File: config.mk
export PLATFORM = sky130hd
export DESIGN_NAME = stack_seq_core
export DESIGN_NICKNAME = d
export VERILOG_FILES = /design/src/rtl/stack_seq_pkg.sv /design/src/rtl/seq_pc.sv /design/src/rtl/seq_stack.sv /design/src/rtl/seq_ctrl.sv /design/src/rtl/stack_seq_core.sv
export SDC_FILE = /design/constraint.sdc
export NUM_CORES = 1
export LEC_CHECK = 0
export BUFFER_PORTS_ARGS = -buffer_cell sky130_fd_sc_hd__buf_2
export CORE_UTILIZATION = 54
export DETAILED_ROUTE_END_ITERATION = 10
export GPL_ROUTABILITY_DRIVEN = 0
export PLACE_DENSITY = 0.77
export SLEW_MARGIN = 20
export SYNTH_ARGS = -nofsm -noshare
export SYNTH_HDL_FRONTEND = slang
export SYNTH_HIERARCHICAL = 1
export SYNTH_SLANG_ARGS = --single-unit
File: constraint.sdc
create_clock -name clk -period 7 [get_ports clk]
set_input_delay 0.7 -clock clk [delete_from_list [all_inputs] [get_ports clk]]
set_output_delay 0.7 -clock clk [all_outputs]
set_load 0.02 [all_outputs]
File: src/rtl/stack_seq_pkg.sv
package stack_seq_pkg;
  localparam int unsigned WORD_W = 16;
  typedef logic [WORD_W-1:0] word_t;

  localparam word_t OP_NOP  = 16'h0000;
  localparam word_t OP_DUP  = 16'h0001;
  localparam word_t OP_SWAP = 16'h0002;
  localparam word_t OP_ADD  = 16'h0010;
  localparam word_t OP_DBL  = 16'h0018;
  localparam word_t OP_RDSW = 16'h0037;
  localparam word_t OP_SHOW = 16'h0038;
  localparam word_t OP_LIT  = 16'h0100;
  localparam word_t OP_JMP  = 16'h0101;
  localparam word_t OP_JZ   = 16'h0102;
  localparam word_t OP_JBLO = 16'h0109;
  localparam word_t OP_JBHI = 16'h010D;

  typedef enum logic [1:0] {PH_FETCH, PH_EXEC, PH_OPND} phase_e;
  typedef enum logic [2:0] {SK_HOLD, SK_PUSH, SK_POP, SK_SWAP, SK_LOAD} stk_op_e;

  function automatic word_t f_sum(word_t a, word_t b);
    return a + b;
  endfunction

  function automatic word_t f_twice(word_t a);
    return {a[WORD_W-2:0], 1'b0};
  endfunction

  function automatic logic f_two_word(word_t op);
    return (op == OP_LIT) || (op == OP_JMP) || (op == OP_JZ) ||
           (op == OP_JBLO) || (op == OP_JBHI);
  endfunction
endpackage

File: src/rtl/seq_pc.sv
module seq_pc
  import stack_seq_pkg::*;
(
  input  logic  clk,
  input  logic  rst_n,
  input  logic  ld,
  input  logic  inc,
  input  word_t d,
  output word_t q
);
  always_ff @(posedge clk or negedge rst_n) begin
    if (!rst_n)   q <= '0;
    else if (ld)  q <= d;
    else if (inc) q <= q + word_t'(1);
  end
endmodule

File: src/rtl/seq_stack.sv
module seq_stack
  import stack_seq_pkg::*;
#(
  parameter int unsigned SPILL_DEPTH = 4
) (
  input  logic    clk,
  input  logic    rst_n,
  input  stk_op_e op,
  input  word_t   val,
  output word_t   tos,
  output word_t   nos
);
  localparam int unsigned LAST = SPILL_DEPTH - 1;

  word_t [SPILL_DEPTH-1:0] spill;
  word_t [SPILL_DEPTH-1:0] push_in;
  word_t [SPILL_DEPTH-1:0] pop_in;

  for (genvar i = 0; i < SPILL_DEPTH; i++) begin : g_link
    if (i == 0) begin : g_head
      assign push_in[i] = nos;
    end else begin : g_body
      assign push_in[i] = spill[i-1];
    end
    if (i == LAST) begin : g_tail
      assign pop_in[i] = '0;
    end else begin : g_inner
      assign pop_in[i] = spill[i+1];
    end
  end

  always_ff @(posedge clk or negedge rst_n) begin
    if (!rst_n) begin
      tos   <= '0;
      nos   <= '0;
      spill <= '0;
    end else begin
      case (op)
        SK_PUSH: begin
          tos   <= val;
          nos   <= tos;
          spill <= push_in;
        end
        SK_POP: begin
          tos   <= val;
          nos   <= spill[0];
          spill <= pop_in;
        end
        SK_SWAP: begin
          tos <= nos;
          nos <= tos;
        end
        SK_LOAD: tos <= val;
        default: ;
      endcase
    end
  end
endmodule

File: src/rtl/seq_ctrl.sv
module seq_ctrl
  import stack_seq_pkg::*;
(
  input  logic    clk,
  input  logic    rst_n,
  input  word_t   prog_word,
  input  word_t   tos,
  input  word_t   nos,
  input  word_t   sw_in,
  input  logic    btn,
  output logic    pc_ld,
  output logic    pc_inc,
  output word_t   pc_tgt,
  output stk_op_e stk_op,
  output word_t   stk_val,
  output logic    fetch_ev,
  output logic    exec_ev,
  output word_t   disp_q,
  output logic    disp_stb
);
  phase_e phase_q, phase_d;
  word_t  ir_q;
  logic   disp_wr;
  logic   take;

  assign fetch_ev = (phase_q == PH_FETCH);
  assign exec_ev  = (phase_q == PH_EXEC);
  assign pc_tgt   = prog_word;

  always_comb begin
    phase_d = phase_q;
    pc_ld   = 1'b0;
    pc_inc  = 1'b0;
    stk_op  = SK_HOLD;
    stk_val = tos;
    disp_wr = 1'b0;
    take    = 1'b0;
    case (phase_q)
      PH_FETCH: begin
        pc_inc  = 1'b1;
        phase_d = PH_EXEC;
      end
      PH_EXEC: begin
        phase_d = f_two_word(ir_q) ? PH_OPND : PH_FETCH;
        case (ir_q)
          OP_DUP: begin
            stk_op  = SK_PUSH;
            stk_val = tos;
          end
          OP_SWAP: stk_op = SK_SWAP;
          OP_ADD: begin
            stk_op  = SK_POP;
            stk_val = f_sum(nos, tos);
          end
          OP_DBL: begin
            stk_op  = SK_LOAD;
            stk_val = f_twice(tos);
          end
          OP_RDSW: begin
            stk_op  = SK_PUSH;
            stk_val = sw_in;
          end
          OP_SHOW: disp_wr = 1'b1;
          default: ;
        endcase
      end
      PH_OPND: begin
        phase_d = PH_FETCH;
        case (ir_q)
          OP_LIT: begin
            stk_op  = SK_PUSH;
            stk_val = prog_word;
          end
          OP_JMP: take = 1'b1;
          OP_JZ: begin
            stk_op  = SK_POP;
            stk_val = nos;
            take    = (tos == '0);
          end
          OP_JBHI: take = btn;
          OP_JBLO: take = !btn;
          default: ;
        endcase
        pc_ld  = take;
        pc_inc = !take;
      end
      default: phase_d = PH_FETCH;
    endcase
  end

  always_ff @(posedge clk or negedge rst_n) begin
    if (!rst_n) begin
      phase_q <= PH_FETCH;
      ir_q    <= OP_NOP;
    end else begin
      phase_q <= phase_d;
      if (phase_q == PH_FETCH) ir_q <= prog_word;
    end
  end

  always_ff @(posedge clk or negedge rst_n) begin
    if (!rst_n) begin
      disp_q   <= '0;
      disp_stb <= 1'b0;
    end else begin
      disp_stb <= disp_wr;
      if (disp_wr) disp_q <= tos;
    end
  end
endmodule

File: src/rtl/stack_seq_core.sv
module stack_seq_core
  import stack_seq_pkg::*;
#(
  parameter int unsigned SPILL_DEPTH = 4
) (
  input  logic              clk,
  input  logic              rst_n,
  input  logic [WORD_W-1:0] prog_word,
  input  logic [WORD_W-1:0] sw_in,
  input  logic              btn,
  output logic [WORD_W-1:0] prog_addr,
  output logic [WORD_W-1:0] disp_q,
  output logic              disp_stb
);
  logic    pc_ld;
  logic    pc_inc;
  word_t   pc_tgt;
  stk_op_e stk_op;
  word_t   stk_val;
  word_t   tos;
  word_t   nos;
  logic    fetch_ev;
  logic    exec_ev;

  seq_pc u_pc (
    .clk   (clk),
    .rst_n (rst_n),
    .ld    (pc_ld),
    .inc   (pc_inc),
    .d     (pc_tgt),
    .q     (prog_addr)
  );

  seq_stack #(.SPILL_DEPTH(SPILL_DEPTH)) u_stack (
    .clk   (clk),
    .rst_n (rst_n),
    .op    (stk_op),
    .val   (stk_val),
    .tos   (tos),
    .nos   (nos)
  );

  seq_ctrl u_ctrl (
    .clk       (clk),
    .rst_n     (rst_n),
    .prog_word (prog_word),
    .tos       (tos),
    .nos       (nos),
    .sw_in     (sw_in),
    .btn       (btn),
    .pc_ld     (pc_ld),
    .pc_inc    (pc_inc),
    .pc_tgt    (pc_tgt),
    .stk_op    (stk_op),
    .stk_val   (stk_val),
    .fetch_ev  (fetch_ev),
    .exec_ev   (exec_ev),
    .disp_q    (disp_q),
    .disp_stb  (disp_stb)
  );
endmodule

==> flow_results.org, run 1 <==
** Floorplanning
- In this run the core area contains 50 standard-cell rows.
- In this run the vertical extent of the chip is 141 um.
- After floorplanning, the core was sized to cover 18,800 um2.
- The floorplan step defined a die boundary enclosing 19,800 um2.
- The floorplan step set the die width to 141 um.
- Once the floorplan was initialized, standard cells occupied 55.3% of the core.
- Number of I/O pins :: 68

** Logic synthesis
- Ranked by total cell area, the synthesized netlist is headed by sky130_fd_sc_hd__dfrtp_1, sky130_fd_sc_hd__mux2_2, sky130_fd_sc_hd__mux2i_1.
- The average instance in the mapped netlist occupies 9.46 um2.
- The netlist uses 88 different library cells.
- Of the synthesized area, sequential elements account for 35.3%.
- Cell Area, Synth :: 10,400 um2
- In the post-synthesis netlist, the cell with the most instances is sky130_fd_sc_hd__dfrtp_1.
- Synthesis produced a netlist with a net count of 1,156.
- Share of Yosys cell area claimed by the top area cell type :: 35.3%
- During synthesis, Yosys emitted a total of 6 warnings.
- Post-synthesis sequential element count :: 147
- Library cell with the largest summed area after synthesis :: sky130_fd_sc_hd__dfrtp_1
- Synthesis handed over a netlist of 1,101 instances.
- Yosys mapped a number of flops with a built-in enable equal to 0.
- In the synthesized netlist the async set-or-reset flop fraction comes to 100%.
- Post-synth top cells :: sky130_fd_sc_hd__dfrtp_1, sky130_fd_sc_hd__nand2_1, sky130_fd_sc_hd__mux2_2, sky130_fd_sc_hd__nor2_1, sky130_fd_sc_hd__o21ai_0
- For this run, the leading register cell type out of synthesis is sky130_fd_sc_hd__dfrtp_1.

** Worst setup path
- Start point of the critical path :: u_ctrl/ir_q[9]$_DFFE_PN0P_
- Crit. End Element :: register
- Worst stage delay on the critical path :: 0.71 ns
- Arrival time at the worst endpoint :: 4.47 ns
- STA classifies the critical path startpoint as a register.
- Among all stages on the critical path, the largest delay is contributed by sky130_fd_sc_hd__or4_1.
- Critical Path, Cell by Cell :: nor4_1 > nand2_1 > or4_1 > nor2_2 > a22oi_1 > nor2_4 > buf_4 > nand2_1 > buf_4 > o32a_1 > o221a_2
- Data on the critical path is required at its endpoint by 7.32 ns.
- Category of the critical setup timing path :: register to register
- Launching point of the worst reg2reg path :: u_ctrl/ir_q[9]$_DFFE_PN0P_
- Critical-path maximum fanout :: 52

** Global route
- The number of antenna violations at the first check in global routing came to 0.
- Global routing used 5.23% of the available met3 tracks.
- Overflow left after global routing :: 0
- Maximum number of pins on one net before global-route repair :: 90
- Number of global-route vias before repair :: 8,231
- The layer flagged by global routing as most heavily used is met2.
- For this run, global-route usage on met2 was measured as 42.5%.
- For this run, the total global-route usage over all layers was measured as 28.0%.
- The first global-routing pass estimated 44,100 um of wire.
- Met1 capacity usage during global routing :: 39.2%

** Pwr
- Proportion of power drawn by combinational gates :: 6.4%
- Leakage power :: 4.75 nW
- Of the total power, the share spent switching nets is 26.5%.
- Internal power :: 1.41 mW
- Power comes to 1.92 mW.
- The worst-case IR drop observed on VDD is 0.163 mV.
- Per report_power, the clock group accounts for 46.5% of the total.
- For this design the ratio of total power to cell area is 174 nW/um2.
- Registers are responsible for 47.1% of the overall power.
- For this design the total switching power over the nets is 0.510 mW.

** CTS
- The root buffer cell chosen for the clock tree is sky130_fd_sc_hd__clkbuf_16.
- Post-CTS Hold Buffers :: 0
- Clock latency on the worst-skew pair, taken at its later pin, is 0.43 ns.
- The clock net in this run drives a total of 147 sinks.
- Post CTS Setup Buffer Count :: 0
- TritonCTS built the clock tree.
- The H-tree was split into 4 levels.
- Clock slew at reported path FFs :: 0.07 ns
- After clock tree synthesis, the repair step resized 0 gates.
- Clock tree synthesis inserted a total of 17 buffers.
- Maximum buffer depth of the clock tree :: 2

** Timing
- Final hold violations :: 0
- At the pin with the least slew margin, the transition time is 1.15 ns.
- Setup violations remaining at the end of the flow were counted as 0.
- Timing would allow up to 241 MHz.
- Setup clock skew after layout :: 0.0107 ns
- Minimum period implied by the final worst setup slack :: 4.16 ns
- Across all setup checks in the final design, the least slack found is 2.84 ns.
- The count of final max-slew check failures was 0.
- Adding up every negative setup slack in the final design gives 0 ns.
- RSZ-0062 raised after global routing :: false
- Relative max-transition margin :: 23.3%
- Final worst path period share :: 59.4%

** Place
- Once detailed placement completed, the half-perimeter wirelength came to 17,600 um.
- Prior to clock tree synthesis, the placed netlist has a worst setup slack of 2.98 ns.
- Number of buffers added on ports :: 67

** Flow run
- Across the run, the number of max-cap violations was 0.

** Layout
- Synth-to-Final Area Change :: 6.02%
- Counting the fill cells in the layout gives 1,601.
- Footprint of the flip-flops and latches :: 3680 um2
- Once layout is complete, the utilization of the core stands at 58.6%.
- In the final layout, the share of cells above drive strength 1 is 22.0%.
- After the last flow step, the layout net total stands at 1,133.
- The number of antenna diodes in the final layout is 0.
- Area of the multi-input gates :: 5870 um2

** Routing
- Remaining design rule violation count :: 0
- The routed design has 27,200 um of wire.
- In this run, the number of DRC markers left after iteration 0 of detailed routing was 1,062.
- DR WL/cell :: 20.1 um
- The first detailed-routing pass took 9 iterations.
- The count of nets left with antenna violations once routing finished came out at 0.
- Across all layers, the routed design uses 8,892 vias.
- Number of vias per cell :: 6.58

** Run status
- Run status :: finished, final reports clean

** Min path
- In this run the worst hold path is classified as primary input to async pin.
==> flip-flops by register name (all words and copies together), names as in the netlist <==
register and count:
u_stack/push_in 16, u_pc/q 16, u_ctrl/disp_q 16, u_ctrl/disp_stb 1, u_stack/tos 16, u_stack/nos 16, u_stack/pop_in 48, u_ctrl/phase_q 2
u_ctrl/ir_q 16
==> cells in the final DEF (no fill, tap or decap), drive strengths merged, types with 6 or more instances in the layout <==
cell type  netlist  layout
clkbuf          35      17
nand3           14      14
nor2b           51      51
xor2             9       9
or4              7       7
buf             88      81
o21ai           66      66
a22oi           21      21
mux2            64      64
nor3            24      24
mux2i           53      53
dfrtp          147     147
inv             34      40
o22ai           19      19
nand4           10      10
a211oi          18      18
and4             6       6
or2             21      21
a21o             6       6
clkinv           1       6
o32ai           32      32
o32a            16      16
a221oi          19      19
a21oi           35      35
nand2b           7       7
nor4            11      11
ha              19      19
xnor2           15      15
nor2            61      61
nand2           61      61
o221a           17      17
a31oi           52      52
==> layout make-up <==
| type | instances | share of cell area (%) |
|---|---|---|
| multi-input cells | 796 | 53.2 |
| flip-flops and latches | 147 | 33.3 |
| repair buffers | 81 | 4.16 |
| clock buffers | 17 | 3.85 |
| well taps | 260 | 2.95 |
| clock inverters | 15 | 1.33 |
| inverters | 35 | 1.19 |
==> critical path, delay by kind of cell (launching register included) <==
family	cells	cell delay, ns
AND/OR/NAND/NOR	6	2.28
buffers and inverters	2	0.83
AO/OA/AOI/OAI	3	0.47
flip-flops	1	0.42
==> through the flow <==
stage               cells  hold WS [ns]  instance area, um2
global placement     1319         0.464               10500
global route         1351         0.322               11000
floorplan            1101         0.404               10400
detailed placement   1319         0.476               10500
finish               1351         0.262               11000
CTS                  1351         0.315               11000
==> power groups by stage <==
stage	registers [mW]	logic, mW	clock network [mW]
5_1_grt	0.909	0.136	0.940
3_3_place_gp	0.919	0.122	0
3_5_place_dp	0.920	0.124	0
6_report	0.905	0.124	0.894
2_1_floorplan	0.928	0.0604	0
4_1_cts	0.905	0.125	0.908
==> worst paths after layout <==
path	cells after the start	endpoint	slack, ns
max	11	u_stack/pop_in[0]$_DFFE_PN0P_	2.84
min	1	u_pc/q[15]$_DFFE_PN0P_	0.26
max reg2reg	11	u_stack/pop_in[0]$_DFFE_PN0P_	2.84
min reg2reg	1	u_ctrl/disp_q[12]$_DFFE_PN0P_	0.48
max in group asynchronous	2	u_stack/pop_in[33]$_DFFE_PN0P_	5.31
min in group clk	1	u_ctrl/disp_q[12]$_DFFE_PN0P_	0.48
==> cells by family (layout without fill, tap and decap cells) <==
logic type / after synthesis / in the layout / share of synthesized area [%]
AO/OA/AOI/OAI: 340 / 340 / 23.6
AND/OR/NAND/NOR: 295 / 295 / 16.0
buffers and inverters: 158 / 148 / 8.53
flip-flops: 147 / 147 / 35.3
multiplexers: 117 / 117 / 12.0
XOR/XNOR: 24 / 24 / 2.02
adder cells (fa/ha/maj): 20 / 20 / 2.48
==> per-layer routing <==
layer / wire (um) / up-vias / share of wire (%)
met1: 11900 / 4300 / 44
met4: 880 / 0 / 3.2
met2: 12300 / 427 / 45
met5: 0 / - / 0
li1: - / 4098 / -
met3: 2110 / 67 / 7.8
No activity file was read; power rests on OpenSTA's default activity.
==> inputs of run 2 (changes only) <==
--- a/config.mk
+++ b/config.mk
@@ -9,7 +9,7 @@
 export CORE_UTILIZATION = 54
 export DETAILED_ROUTE_END_ITERATION = 10
 export GPL_ROUTABILITY_DRIVEN = 0
-export PLACE_DENSITY = 0.77
+export PLACE_DENSITY = 0.8
 export SLEW_MARGIN = 20
 export SYNTH_ARGS = -nofsm -noshare
 export SYNTH_HDL_FRONTEND = slang
==> constraint.sdc (replaced) <==
create_clock -name clk -period 3.5 [get_ports clk]
set_input_delay 0.35 -clock clk [delete_from_list [all_inputs] [get_ports clk]]
set_output_delay 0.35 -clock clk [all_outputs]
set_load 0.02 [all_outputs]
==> flow_results.org, run 2 (synthesis gave the netlist of run 1 again) <==
** Worst setup path
- The data arrival time of the critical path is 3.75 ns (-0.72 ns).
- Start point of the critical path :: u_stack/nos[0]$_DFFE_PN0P_
- Walking the worst path, the cells encountered are ha_1 > inv_1 > fa_1 > nor2b_1 > o31a_1 > o21ba_2 > or4_1 > a21oi_1 > xor2_1 > o41ai_2 > buf_4 > mux2_2 > o22ai_1 > a21oi_1.
- STA classifies the critical path endpoint as a register.
- Critical Path Most Common Cell :: sky130_fd_sc_hd__a21oi_1
- Data required time at the worst endpoint :: 3.80 ns (-3.52 ns)
- The maximum fanout along the worst path is 6 (-88%).
- For this design, the slowest cell found on the critical path is sky130_fd_sc_hd__dfrtp_2.
- The critical path is of the register to register type.
- The worst register-to-register path begins at u_stack/nos[0]$_DFFE_PN0P_.
- The delay contributed by the slowest stage of the critical path was 0.47 ns (-0.24 ns).
- The worst setup path is launched from a register.

** Timing
- The sum of negative setup slack was 0 ns (unchanged).
- The final clock period utilization by the worst path came to 98.4% (+39 points).
- The final critical delay including setup and external delays came to 3.45 ns (-0.710 ns).
- Maximum clock frequency :: 290 MHz (+21%)
- The count of final hold-check violations was 0 (unchanged).
- RSZ-0062 raised after global routing :: false
- The count of final max-slew check failures was 0 (unchanged).
- Transition time at the pin with the least slew margin :: 0.662 ns (-0.487 ns)
- Final setup violating endpoints :: 0 (unchanged)
- The worst clock skew on the final layout came to 0.0106 ns (-0.0000602 ns).
- Relative max-transition margin :: 55.9% (+33 points)

** Run status
- The run finished with clean final reports.

** CTS
- The clock buffer count from CTS was 17 (unchanged).
- The clock transition at the register clock pins on the worst setup and hold paths after CTS came to 0.06 ns (about the same).
- Clock tree from TritonCTS :: built
- Cell at the root of the clock tree :: sky130_fd_sc_hd__clkbuf_16
- Number of H-tree branching levels :: 4 (unchanged)
- Maximum buffer depth of the clock tree :: 2 (unchanged)
- Worst skew pair latency :: 0.43 ns (about the same)
- Number of clock sinks seen by CTS :: 147 (unchanged)

** Layout
- Flip-flop count of the largest register after layout :: 48 (unchanged)
- Antenna diode count :: 0 (unchanged)
- Layout cells sized above 1 :: 25.1% (+3.1 points)
- Number of nets in the layout :: 1,177 (+3.9%)
- Most frequent cells in the layout :: sky130_fd_sc_hd__dfrtp_1, sky130_fd_sc_hd__buf_2, sky130_fd_sc_hd__nand2_1
- The combined area of the multi-input logic cells came to 5880 um2 (+0.13%).
- The final cell utilization of the core came to 60.7% (+2.1 points).
- Synth-to-Final Area Change :: 9.73%
- Post-route non-filler standard cell count :: 1,394 (+3.2%)
- The number of inserted filler cells in the final layout was 1,499 (-6.4%).
- The library cell used most frequently in the layout, excluding fill and tap cells, is sky130_fd_sc_hd__dfrtp_1.
- Footprint of the flip-flops and latches :: 3680 um2 (+0.10%)

** Routing
- The final wirelength was 28,600 um (+5.2%).
- Remaining design rule violation count :: 0 (unchanged)
- The average via count per standard cell is 6.68 (+1.6%).
- The total via count after detailed routing is 9,318 (+4.8%).
- Routed Antenna Nets :: 0 (unchanged)
- The number of optimization iterations in the first detailed-route pass is 6 (-3).
- DR WL/cell :: 20.6 um (+2.0%)
- The DRC marker count from the first detailed-route iteration was 1,154 (+8.7%).

** Place
- The half-perimeter wire length after detailed placement was 18,900 um (+7.5%).
- Number of buffers added on ports :: 67 (unchanged)
- The cell total after placement was 1,358 (+3.0%).

** Min path
- HP Start :: prog_word[13]
- The path class of the tightest hold or removal check is primary input to register.

** Floorplanning
- Core area :: 18,800 um2 (unchanged)
- Die outline width :: 141 um (unchanged)
- Initial core utilization :: 55.3% (unchanged)
- Die outline area :: 19,800 um2 (unchanged)
- Number of I/O pins :: 68 (unchanged)
- The count of standard-cell rows was 50 (unchanged).
- The die boundary height is 141 um (unchanged).

** Pwr
- Leakage power :: 4.98 nW (+4.8%)
- The ratio of total power to cell area was 338 nW/um2 (+94%).
- The peak supply drop is 0.250 mV (+54%).
- The final total power was 3.87 mW (+100%).

** Global route
- The total congestion overflow was 0 (unchanged).
- Maximum number of pins on one net before global-route repair :: 65 (-28%)
- Global-route wire length before repair :: 46,800 um (+6.1%)
- Initial antenna violation count :: 0 (unchanged)
- The total routing usage reported by global routing came to 29.6% (+1.7 points).
- Number of global-route vias before repair :: 9,071 (+10%)

** Flow run
- The number of max-cap violations came to 0 (unchanged).
## run 2: routing by layer
metal / global-route usage, % / up-vias / routed length (um)
met1: 37.0 / 4516 / 11700
met2: 46.8 / 485 / 13300
met4: 16.8 / 0 / 1440
met5: 0 / - / 0
li1: - / 4187 / -
met3: 7.51 / 130 / 2270
## run 2: cell type report
| class | instances | share of cell area (%) |
|---|---|---|
| timing repair buffer | 125 | 7.37 |
| multi-input combinational | 796 | 51.5 |
| inverter | 35 | 1.15 |
| clock inverter | 13 | 1.18 |
| tap | 260 | 2.85 |
| clock buffer | 18 | 3.76 |
| sequential | 147 | 32.2 |
## run 2: final timing paths
check | to | slack (ns) | cells after the start
setup / recovery | u_stack/tos[12]$_DFFE_PN0P_ | 0.05 | 14
hold / removal | u_pc/q[13]$_DFFE_PN0P_ | 0.18 | 3
setup reg to reg | u_stack/tos[12]$_DFFE_PN0P_ | 0.05 | 14
hold reg to reg | u_ctrl/disp_q[15]$_DFFE_PN0P_ | 0.48 | 1
max in group asynchronous | u_ctrl/ir_q[11]$_DFFE_PN0P_ | 2.11 | 3
min in group asynchronous | u_pc/q[15]$_DFFE_PN0P_ | 0.47 | 2
## run 2: where the power goes
group	switching (mW)	internal (mW)	leakage, nW
Sequential	0.0711	1.74	1.97
Combinational	0.163	0.0966	2.74
Clock	0.755	1.04	0.264
Total	0.989	2.88	4.98
## run 2: what timing repair did
item | 4_1_cts | 5_1_grt
gates resized for setup | 0 | 4
buffers inserted | 0 | 4
endpoints found under the hold margin | 62 | 0
hold buffers | 1 | 0
endpoints found under the setup margin | 0 | 2
## run 2: worst max-delay path: cells and delay by family, from the launching register on
family,cells,cell delay [ns]
AOI/OAI and AO/OA,6,1.14
adders and majority gates,2,0.41
DFF,1,0.47
and+or+nand+nor,2,0.53
xor gates and xnor gates,1,0.28
buffers and inverters,2,0.23
muxes,1,0.25
## run 2: per-stage QoR
step	setup slack, ns	hold WS [ns]	area, um2
after floorplan	0.530	0.0544	10400
after global placement	0.313	0.394	10800
after detailed placement	0.224	0.391	10800
after CTS	0.148	0.162	11400
after global routing	0.0367	0.197	11400
final	0.0546	0.179	11400
